--- src/rtl/gpio_bank_pkg.sv ---
package gpio_bank_pkg;
  localparam int OFS_W = 6;
  localparam logic [OFS_W-1:0] OFS_MASK   = 6'h00;
  localparam logic [OFS_W-1:0] OFS_DIR    = 6'h04;
  localparam logic [OFS_W-1:0] OFS_OUT    = 6'h08;
  localparam logic [OFS_W-1:0] OFS_TRIG   = 6'h0C;
  localparam logic [OFS_W-1:0] OFS_EDGE   = 6'h10;
  localparam logic [OFS_W-1:0] OFS_LVL    = 6'h14;
  localparam logic [OFS_W-1:0] OFS_SMASK  = 6'h18;
  localparam logic [OFS_W-1:0] OFS_SOUT   = 6'h1C;
  localparam logic [OFS_W-1:0] OFS_BFOUT  = 6'h20;
  localparam logic [OFS_W-1:0] OFS_STAT   = 6'h24;
  localparam logic [OFS_W-1:0] OFS_ALT    = 6'h28;
  localparam logic [OFS_W-1:0] OFS_SCFG   = 6'h2C;
  localparam logic [OFS_W-1:0] OFS_PINS   = 6'h30;
  localparam int SCFG_AUTO_BIT = 1;

  // Detection for one pin: edge mode compares current and previous samples.
  function automatic logic pin_event(logic cur, logic prev, logic is_edge,
                                     logic rise, logic high);
    if (is_edge) return rise ? (cur & ~prev) : (~cur & prev);
    return cur == high;
  endfunction

  // Output choice for one pin: battery fault over sleep over normal.
  function automatic logic pin_drive(logic norm, logic slp, logic bf,
                                     logic sleep_act, logic batt);
    if (batt) return bf;
    if (sleep_act) return slp;
    return norm;
  endfunction
endpackage

--- src/rtl/gpio_sync.sv ---
module gpio_sync #(
  parameter int W      = 16,
  parameter int STAGES = 2
) (
  input  logic         clk,
  input  logic         rst_n,
  input  logic [W-1:0] d,
  output logic [W-1:0] q
);
  logic [W-1:0] stage [STAGES];

  generate
    for (genvar s = 0; s < STAGES; s++) begin : g_stage
      always_ff @(posedge clk or negedge rst_n) begin
        if (!rst_n) stage[s] <= '0;
        else if (s == 0) stage[s] <= d;
        else stage[s] <= stage[(s == 0) ? 0 : s - 1];
      end
    end
  endgenerate

  assign q = stage[STAGES-1];
endmodule

--- src/rtl/gpio_evt_detect.sv ---
module gpio_evt_detect import gpio_bank_pkg::*; #(
  parameter int W = 16
) (
  input  logic         clk,
  input  logic         rst_n,
  input  logic [W-1:0] pin_sync,
  input  logic [W-1:0] trig_edge,
  input  logic [W-1:0] edge_rise,
  input  logic [W-1:0] lvl_high,
  input  logic [W-1:0] clr,
  output logic [W-1:0] evt,
  output logic [W-1:0] stat
);
  logic [W-1:0] prev_q;

  generate
    for (genvar i = 0; i < W; i++) begin : g_pin
      assign evt[i] = pin_event(pin_sync[i], prev_q[i], trig_edge[i],
                                edge_rise[i], lvl_high[i]);
    end
  endgenerate

  always_ff @(posedge clk or negedge rst_n) begin
    if (!rst_n) begin
      prev_q <= '0;
      stat   <= '0;
    end else begin
      prev_q <= pin_sync;
      stat   <= (stat & ~clr) | evt;
    end
  end
endmodule

--- src/rtl/gpio_out_mux.sv ---
module gpio_out_mux import gpio_bank_pkg::*; #(
  parameter int W = 16
) (
  input  logic [W-1:0] norm,
  input  logic [W-1:0] slp,
  input  logic [W-1:0] bf,
  input  logic         sleep_act,
  input  logic         batt,
  output logic [W-1:0] drive
);
  generate
    for (genvar i = 0; i < W; i++) begin : g_pin
      assign drive[i] = pin_drive(norm[i], slp[i], bf[i], sleep_act, batt);
    end
  endgenerate
endmodule

--- src/rtl/gpio_bank.sv ---
module gpio_bank import gpio_bank_pkg::*; #(
  parameter int PINS        = 16,
  parameter int SYNC_STAGES = 2,
  parameter int ADDR_W      = OFS_W
) (
  input  logic              clk,
  input  logic              rst_n,
  input  logic              reg_wr,
  input  logic [ADDR_W-1:0] reg_addr,
  input  logic [PINS-1:0]   reg_wdata,
  output logic [PINS-1:0]   reg_rdata,
  input  logic [PINS-1:0]   pad_in,
  output logic [PINS-1:0]   pad_out,
  output logic [PINS-1:0]   pad_oe,
  output logic [PINS-1:0]   alt_sel,
  input  logic              sleep_mode,
  input  logic              batt_fault,
  output logic              irq
);
  logic [PINS-1:0] mask_q, dir_q, out_q, trig_q, edge_q, lvl_q;
  logic [PINS-1:0] smask_q, sout_q, bf_q, alt_q;
  logic            auto_q;
  logic [PINS-1:0] pin_sync, evt, stat_q, clr, eff_mask;
  logic            sleep_act;
  logic            stat_wr;

  assign stat_wr = reg_wr && (reg_addr == ADDR_W'(OFS_STAT));
  assign clr     = stat_wr ? reg_wdata : '0;

  always_ff @(posedge clk or negedge rst_n) begin
    if (!rst_n) begin
      mask_q  <= '1;
      smask_q <= '1;
      dir_q   <= '0;
      out_q   <= '0;
      trig_q  <= '0;
      edge_q  <= '0;
      lvl_q   <= '0;
      sout_q  <= '0;
      bf_q    <= '0;
      alt_q   <= '0;
      auto_q  <= 1'b0;
    end else if (reg_wr) begin
      case (reg_addr)
        ADDR_W'(OFS_MASK):  mask_q  <= reg_wdata;
        ADDR_W'(OFS_DIR):   dir_q   <= reg_wdata;
        ADDR_W'(OFS_OUT):   out_q   <= reg_wdata;
        ADDR_W'(OFS_TRIG):  trig_q  <= reg_wdata;
        ADDR_W'(OFS_EDGE):  edge_q  <= reg_wdata;
        ADDR_W'(OFS_LVL):   lvl_q   <= reg_wdata;
        ADDR_W'(OFS_SMASK): smask_q <= reg_wdata;
        ADDR_W'(OFS_SOUT):  sout_q  <= reg_wdata;
        ADDR_W'(OFS_BFOUT): bf_q    <= reg_wdata;
        ADDR_W'(OFS_ALT):   alt_q   <= reg_wdata;
        ADDR_W'(OFS_SCFG):  auto_q  <= reg_wdata[SCFG_AUTO_BIT];
        default: ;
      endcase
    end
  end

  gpio_sync #(.W(PINS), .STAGES(SYNC_STAGES)) u_sync (
    .clk(clk), .rst_n(rst_n), .d(pad_in), .q(pin_sync)
  );

  gpio_evt_detect #(.W(PINS)) u_det (
    .clk(clk), .rst_n(rst_n), .pin_sync(pin_sync), .trig_edge(trig_q),
    .edge_rise(edge_q), .lvl_high(lvl_q), .clr(clr), .evt(evt), .stat(stat_q)
  );

  assign sleep_act = sleep_mode & auto_q;

  gpio_out_mux #(.W(PINS)) u_mux (
    .norm(out_q), .slp(sout_q), .bf(bf_q), .sleep_act(sleep_act),
    .batt(batt_fault), .drive(pad_out)
  );

  assign pad_oe   = dir_q;
  assign alt_sel  = alt_q;
  assign eff_mask = sleep_act ? smask_q : mask_q;
  assign irq      = |(stat_q & ~eff_mask);

  always_comb begin
    reg_rdata = '0;
    case (reg_addr)
      ADDR_W'(OFS_MASK):  reg_rdata = mask_q;
      ADDR_W'(OFS_DIR):   reg_rdata = dir_q;
      ADDR_W'(OFS_OUT):   reg_rdata = out_q;
      ADDR_W'(OFS_TRIG):  reg_rdata = trig_q;
      ADDR_W'(OFS_EDGE):  reg_rdata = edge_q;
      ADDR_W'(OFS_LVL):   reg_rdata = lvl_q;
      ADDR_W'(OFS_SMASK): reg_rdata = smask_q;
      ADDR_W'(OFS_SOUT):  reg_rdata = sout_q;
      ADDR_W'(OFS_BFOUT): reg_rdata = bf_q;
      ADDR_W'(OFS_STAT):  reg_rdata = stat_q;
      ADDR_W'(OFS_ALT):   reg_rdata = alt_q;
      ADDR_W'(OFS_SCFG):  reg_rdata[SCFG_AUTO_BIT] = auto_q;
      ADDR_W'(OFS_PINS):  reg_rdata = pin_sync;
      default:            reg_rdata = '0;
    endcase
  end
endmodule

--- config.mk ---
export PLATFORM = sky130hd
export DESIGN_NAME = gpio_bank
export DESIGN_NICKNAME = d
export VERILOG_FILES = /design/src/rtl/gpio_bank_pkg.sv /design/src/rtl/gpio_sync.sv /design/src/rtl/gpio_evt_detect.sv /design/src/rtl/gpio_out_mux.sv /design/src/rtl/gpio_bank.sv
export SDC_FILE = /design/constraint.sdc
export NUM_CORES = 1
export LEC_CHECK = 0
export BUFFER_PORTS_ARGS = -buffer_cell sky130_fd_sc_hd__clkbuf_2
export CELL_PAD_IN_SITES_DETAIL_PLACEMENT = 0
export CELL_PAD_IN_SITES_GLOBAL_PLACEMENT = 1
export CORE_UTILIZATION = 44
export CTS_CLUSTER_DIAMETER = 60
export DETAILED_ROUTE_END_ITERATION = 8
export GPL_TIMING_DRIVEN = 0
export PLACE_DENSITY = 0.86
export SLEW_MARGIN = 20
export SYNTH_ARGS = -nofsm -noshare
export SYNTH_HDL_FRONTEND = slang
export SYNTH_SLANG_ARGS = --single-unit
--- constraint.sdc ---
create_clock -name clk -period 2.4 [get_ports clk]
set_input_delay 0.48 -clock clk [delete_from_list [all_inputs] [get_ports clk]]
set_output_delay 0.48 -clock clk [all_outputs]
set_load 0.01 [all_outputs]
==> results of run 1 <==
kinds of logic after synthesis:
logic type / Yosys count / synth area share [%]
DFF: 225 / 52.54
and+or+nand+nor: 179 / 8.648
AOI/OAI and AO/OA: 152 / 10.57
buffers and inverters: 98 / 3.988
muxes: 227 / 24.25
metal layers:
layer  track usage (%)  share of wire (%)  up-vias
li1                  -                  -     3666
met1             38.47                 40     4397
met2             43.17                 45      565
met3             6.832                 10      131
met4             13.92                4.5        6
met5             2.277               0.26        -
how the worst min path moves through the flow:
stage	cells after the start	endpoint	slack (ps)
floorplan	0	alt_sel[0]	180
global placement	0	u_sync.q[4]	330
detailed placement	0	u_sync.q[13]	330
CTS	1	u_sync.stage[24]	30
global route	1	u_sync.stage[27]	30
finish	1	u_sync.stage[24]	40
cell usage in the layout, fill, tap and decap left out, types with 5 or more instances in the layout:
cell,count
a221o_1,16
dfrtp_1,192
clkbuf_8,11
a211oi_1,5
a221oi_1,5
mux4_2,8
buf_6,22
inv_1,31
a211oi_2,6
a22oi_2,7
clkbuf_16,29
nand2_1,71
o22a_1,14
nor2_1,20
o21ai_0,9
mux2_2,155
buf_12,17
buf_2,29
o21ai_1,12
dfstp_2,32
nand3_2,6
mux2i_2,5
o22ai_1,25
and3_1,14
buf_4,47
a22o_1,5
mux2i_1,45
nand3_1,16
nand4_1,5
mux2_4,11
clkbuf_1,22
o21ai_2,5
clkinv_2,5
a22oi_1,11
nor3_1,5
nand3b_1,5
clkbuf_2,80
stage by stage:
stage	util, %	hold WS (ps)	total power, W
6_report	59.50	39.81	0.01067
5_1_grt	59.50	28.78	0.01101
4_1_cts	57.71	29.43	0.01054
3_5_place_dp	49.71	334.7	0.006080
3_3_place_gp	49.33	332.2	0.006008
2_1_floorplan	-	184.4	0.005472
layout make-up:
cell class                      instances  area, sq um
Fill cell                            1832         9619
Sequential cell                       225         5672
Multi-Input combinational cell        558         5127
Timing Repair Buffer                  171         1318
Clock buffer                           33        738.2
Buffer                                 64        561.8
Tap cell                              319        399.1
Clock inverter                         15        198.9
Inverter                               31        116.4
Antenna cell                            1        2.502
power by group:
part / internal [W] / total [W] / switching, W / leakage (nW)
logic: 0.000883 / 0.00171 / 0.000826 / 3.40
registers: 0.00426 / 0.00468 / 0.000423 / 2.75
clock network: 0.00262 / 0.00428 / 0.00166 / 0.463
total: 0.00776 / 0.0107 / 0.00291 / 6.61
repair_timing:
item	in CTS	in global routing
gates resized for setup	154	92
endpoints found under the setup margin	39	32
setup buffers	41	21
gates cloned	3	1
hold buffers	1	0
pin swaps	32	24
hold endpoints to repair	48	0
==> flow_metrics.env, run 1 <==
export IMPL_synth_flop_cell="dfrtp_1"
export IMPL_synth_area_leader_cell="dfrtp_1"
export IMPL_grtUsageTotal_pct=28.61
export IMPL_async_flop_share_pct=100.0
export IMPL_htreeDepth=1
export IMPL_p_leak_nw=6.613
export IMPL_hold_start="pad_in[8]"
export IMPL_max_freq_mhz=362.5
export IMPL_fp_coreArea_sq_um=23750
export IMPL_grt_max_degree=65
export IMPL_syn_cell_area_sq_um=10790
export IMPL_status="finished with violations"
export IMPL_placedCellCount=1307
export IMPL_fin_nets=1121
export IMPL_area_growth_pct=30.95
export IMPL_hold_viol=0
export IMPL_startpoint_type="flop"
export IMPL_worstSetupPathType="flop to output port"
export IMPL_die_area_sq_um=25160
export IMPL_critPathLaunch="auto_q"
export IMPL_cp_required_ps=1920
export IMPL_endpoint_kind="output port"
export IMPL_cts_buffers=27
export IMPL_clk_latency_ps=540
export IMPL_final_setup_viol_count=30
export IMPL_drv_cap=0
export IMPL_ys_ff_latch=225
export IMPL_clkTransAtPathRegs_ps=60
export IMPL_post_route_min_period_ps=2758
export IMPL_hp_class="primary input to flop"
export IMPL_die_w_um=158.6
export IMPL_dp_hpwl_um=22350
export IMPL_io_buffers=104
export IMPL_drv_slew=0
export IMPL_layout_cells_non_filler=1417
export IMPL_dr_total_vias=8765
export IMPL_cp_endpoint="irq"
export IMPL_synth_top_area_share_pct=44.75
export IMPL_setup_tns_ps=-3358
export IMPL_yosysMostFrequentCell="dfrtp_1"
export IMPL_stdcell_area_sq_um=14130
export IMPL_crit_slowest_cell="dfrtp_2"
export IMPL_synthCells=881
export IMPL_r2r_start="lvl_q[14]"
export IMPL_regToRegSetupSlack_ps=1190
export IMPL_skew_ps=12.30
export IMPL_ys_top_cells_by_count="dfrtp_1 (193), mux2_2 (156), nand2_1 (74)"
export IMPL_antenna_found_initial=2
export IMPL_drtIter0Drc=915
export IMPL_drtPass1Iterations=5
export IMPL_cts_tree="built"
export IMPL_powerDensity_nw_per_um2=755.0
export IMPL_final_layout_size_suffix_gt1_share_pct=49.32
export IMPL_routed_wl_um=36010
export IMPL_placed_area_sq_um=11810
export IMPL_syn_area_per_cell_sq_um=12.25
export IMPL_r2r_end="u_det.stat[14]"
export IMPL_postLayoutSetupSlackWorst_ps=-358.4
export IMPL_worst_path_buf_inv=3
export IMPL_synth_edf_count=0
export IMPL_dpl_worst_slack_ps=-1016
export IMPL_rsz0062_at_grt="yes"
export IMPL_critPathMaxStageDelay_ps=480
export IMPL_synth_cell_types=55
export IMPL_cp_max_fo=5
export IMPL_syn_num_nets=924
export IMPL_ys_warnings_count=0
export IMPL_slew_headroom_pct=34.54
export IMPL_post_route_period_util_pct=114.9
export IMPL_clk_path_buf_depth=3
export IMPL_io_pins=108
export IMPL_initial_core_util_pct=45.44
export IMPL_clock_sink_count=225
export IMPL_die_h_um=158.6
export IMPL_cp_top_family="flip-flops"
export IMPL_vias_per_cell=6.186
export IMPL_gp_congestion=0.9049
export IMPL_rr_worst_depth=5
export IMPL_arrival_ps=2280
export IMPL_crit_path_cell_trace="nand2_4, buf_12, buf_6, a211oi_4, a2111oi_4, nand4_1, buf_2"
export IMPL_vdd_drop_max_mv=0.5145
export IMPL_antenna_left=0
export IMPL_worst_slew_pin_slew_ps=981.9
export IMPL_failed_checks="negative setup slack"
export IMPL_synth_seq_area_share_pct=52.54
export IMPL_rows=56
export IMPL_path_depth=7
export IMPL_grt_ovfl_total=0
export IMPL_wl_per_cell_um=25.41
export IMPL_synth_top_cells_by_area="dfrtp_1 (45%), mux2_2 (16%), dfstp_2 (7.8%)"
export IMPL_grt_pass1_wl_um=52300
export IMPL_drc_errors=0
export IMPL_cts_root_buf="clkbuf_16"
export IMPL_grt_pass1_vias=8596
(Power assumes the default switching activity.)
==> run 2, diff against run 1 <==
--- a/config.mk
+++ b/config.mk
@@ -5,7 +5,7 @@
 export SDC_FILE = /design/constraint.sdc
 export NUM_CORES = 1
 export LEC_CHECK = 0
-export BUFFER_PORTS_ARGS = -buffer_cell sky130_fd_sc_hd__clkbuf_2
+export BUFFER_PORTS_ARGS = -buffer_cell sky130_fd_sc_hd__buf_2
 export CELL_PAD_IN_SITES_DETAIL_PLACEMENT = 0
 export CELL_PAD_IN_SITES_GLOBAL_PLACEMENT = 1
 export CORE_UTILIZATION = 44
@@ -13,7 +13,8 @@
 export DETAILED_ROUTE_END_ITERATION = 8
 export GPL_TIMING_DRIVEN = 0
 export PLACE_DENSITY = 0.86
-export SLEW_MARGIN = 20
+export SLEW_MARGIN = 30
 export SYNTH_ARGS = -nofsm -noshare
 export SYNTH_HDL_FRONTEND = slang
 export SYNTH_SLANG_ARGS = --single-unit
+export TNS_END_PERCENT = 10
==> flow_metrics.env, run 2 (synthesized netlist as in run 1, its figures left out) <==
export IMPL_hold_slack_ps=42.59
export IMPL_regToRegSetupSlack_ps=1290
export IMPL_die_h_um=158.6
export IMPL_drtIter0Drc=945
export IMPL_dr_wl_met3_um=3881
export IMPL_htreeDepth=1
export IMPL_grt_ovfl_total=0
export IMPL_die_w_um=158.6
export IMPL_final_layout_size_suffix_gt1_share_pct=44.59
export IMPL_antenna_found_initial=0
export IMPL_slew_headroom_pct=32.50
export IMPL_antenna_left=0
export IMPL_dp_hpwl_um=22220
export IMPL_failed_checks="negative setup slack"
export IMPL_drv_slew=0
export IMPL_fp_coreArea_sq_um=23750
export IMPL_cp_required_ps=1920
export IMPL_swShare_pct=26.43
export IMPL_io_pins=108
export IMPL_antenna_cells=0
export IMPL_grtUsageTotal_pct=27.93
export IMPL_drv_cap=0
export IMPL_topRoutingLayerUsed="met4"
export IMPL_post_route_period_util_pct=112.7
export IMPL_gp_congestion=0.9082
export IMPL_final_common_cell="dfrtp_1"
export IMPL_cts_root_buf="clkbuf_16"
export IMPL_arrival_ps=2230
export IMPL_p_int_w=0.007699
export IMPL_startpoint_type="flop"
export IMPL_hp_class="primary input to flop"
export IMPL_drc_errors=0
export IMPL_dr_total_vias=8558
export IMPL_cts_tree="built"
export IMPL_hold_viol=0
export IMPL_pwr_share_comb_pct=15.3
export IMPL_critPathLaunch="auto_q"
export IMPL_wl_met2_um=15650
export IMPL_initial_core_util_pct=45.44
export IMPL_die_area_sq_um=25160
export IMPL_grt_pass1_wl_um=51150
export IMPL_clkTransAtPathRegs_ps=70
export IMPL_grt_max_degree=71
export IMPL_worstSetupPathType="flop to output port"
export IMPL_placedCellCount=1307
export IMPL_clock_sink_count=225
export IMPL_hold_start="pad_in[14]"
export IMPL_cts_buffers=26
export IMPL_powerDensity_nw_per_um2=772.0
export IMPL_io_buffers=104
export IMPL_final_cell_mix="dfrtp_1 (192), mux2_2 (156), buf_2 (112), nand2_1 (73), mux2i_1 (49)"
export IMPL_grt_pass1_vias=8420
export IMPL_max_freq_mhz=369.6
export IMPL_drtPass1Iterations=7
export IMPL_vias_per_cell=6.192
export IMPL_skew_ps=16.26
export IMPL_cp_max_fo=6
export IMPL_power_switching_w=0.002766
export IMPL_status="finished with violations"
export IMPL_post_route_min_period_ps=2705
export IMPL_vdd_drop_max_mv=0.5843
export IMPL_wirelength_met1_um=13740
export IMPL_endpoint_kind="output port"
export IMPL_p_leak_nw=6.361
export IMPL_r2r_start="trig_q[13]"
export IMPL_routed_wl_um=34670
export IMPL_clkPwrFrac_pct=40.2
export IMPL_seqPwrFrac_pct=44.6
export IMPL_rsz0062_at_grt="yes"
export IMPL_postLayoutSetupSlackWorst_ps=-305.4
export IMPL_worst_slew_pin_slew_ps=1012
export IMPL_area_growth_pct=25.61
export IMPL_fin_nets=1086
export IMPL_clk_latency_ps=540
export IMPL_wl_per_cell_um=25.08
export IMPL_layout_cells_non_filler=1382
export IMPL_final_setup_viol_count=29
export IMPL_rows=56
export IMPL_clk_path_buf_depth=3
## run 2: path summary, 6_finish.rpt
path                               endpoint  depth (start not counted)
setup / recovery                        irq                          7
max in group asynchronous        mask_q[12]                          4
hold reg to reg                u_sync.q[12]                          0
hold / removal             u_sync.stage[30]                          1
setup reg to reg             u_det.stat[13]                          4
min in group asynchronous       u_sync.q[1]                          2
## run 2: critical path, stage by stage, from the launching register on
cell	delay, ps
dfrtp_2	450
nand2_4	130
buf_12	170
buf_12	120
a211oi_2	420
a2111oi_2	70
nand4_1	150
buf_2	160
## run 2: power groups by stage
stage | clock network, W | registers (W) | logic [W]
finish | 0.00420 | 0.00467 | 0.00160
global route | 0.00438 | 0.00471 | 0.00171
floorplan | 0 | 0.00460 | 0.000874
detailed placement | 0 | 0.00469 | 0.00139
CTS | 0.00422 | 0.00464 | 0.00151
global placement | 0 | 0.00467 | 0.00133
## run 2: what timing repair did
item | CTS | global route
resized for setup | 114 | 46
endpoints found under the setup margin | 46 | 42
gates cloned | 2 | 1
endpoints found under the hold margin | 38 | 0
pin swaps | 9 | 12
setup buffers | 13 | 13
hold buffers | 1 | 0
## run 2: stage by stage
stage	setup slack [ps]	utilization, %	TNS, ps	area, sq um	power, W
5_1_grt	-326.2	57.07	-3768	13560	0.01081
4_1_cts	-299.8	55.78	-3620	13250	0.01037
3_3_place_gp	-3052	49.32	-692000	11720	0.006005
6_report	-305.4	57.07	-3021	13560	0.01047
2_1_floorplan	-16.79	-	-16.79	10800	0.005472
3_5_place_dp	-1052	49.71	-54610	11810	0.006078
## run 2: layout make-up
cell class	count	area (sq um)
buffer	64	573.1
clock buffer	43	815.8
clock inverter	5	100.1
fill	1892	10200
inverter	31	116.4
multi-input combinational	558	4950
sequential	225	5672
tap	319	399.1
timing repair buffer	137	930.9
## run 2: routing by layer
layer	vias up	global-route usage, %
met3	129	7.349
met1	4298	37.36
li1	3586	-
met2	545	43.46
met4	0	10.49
met5	-	0
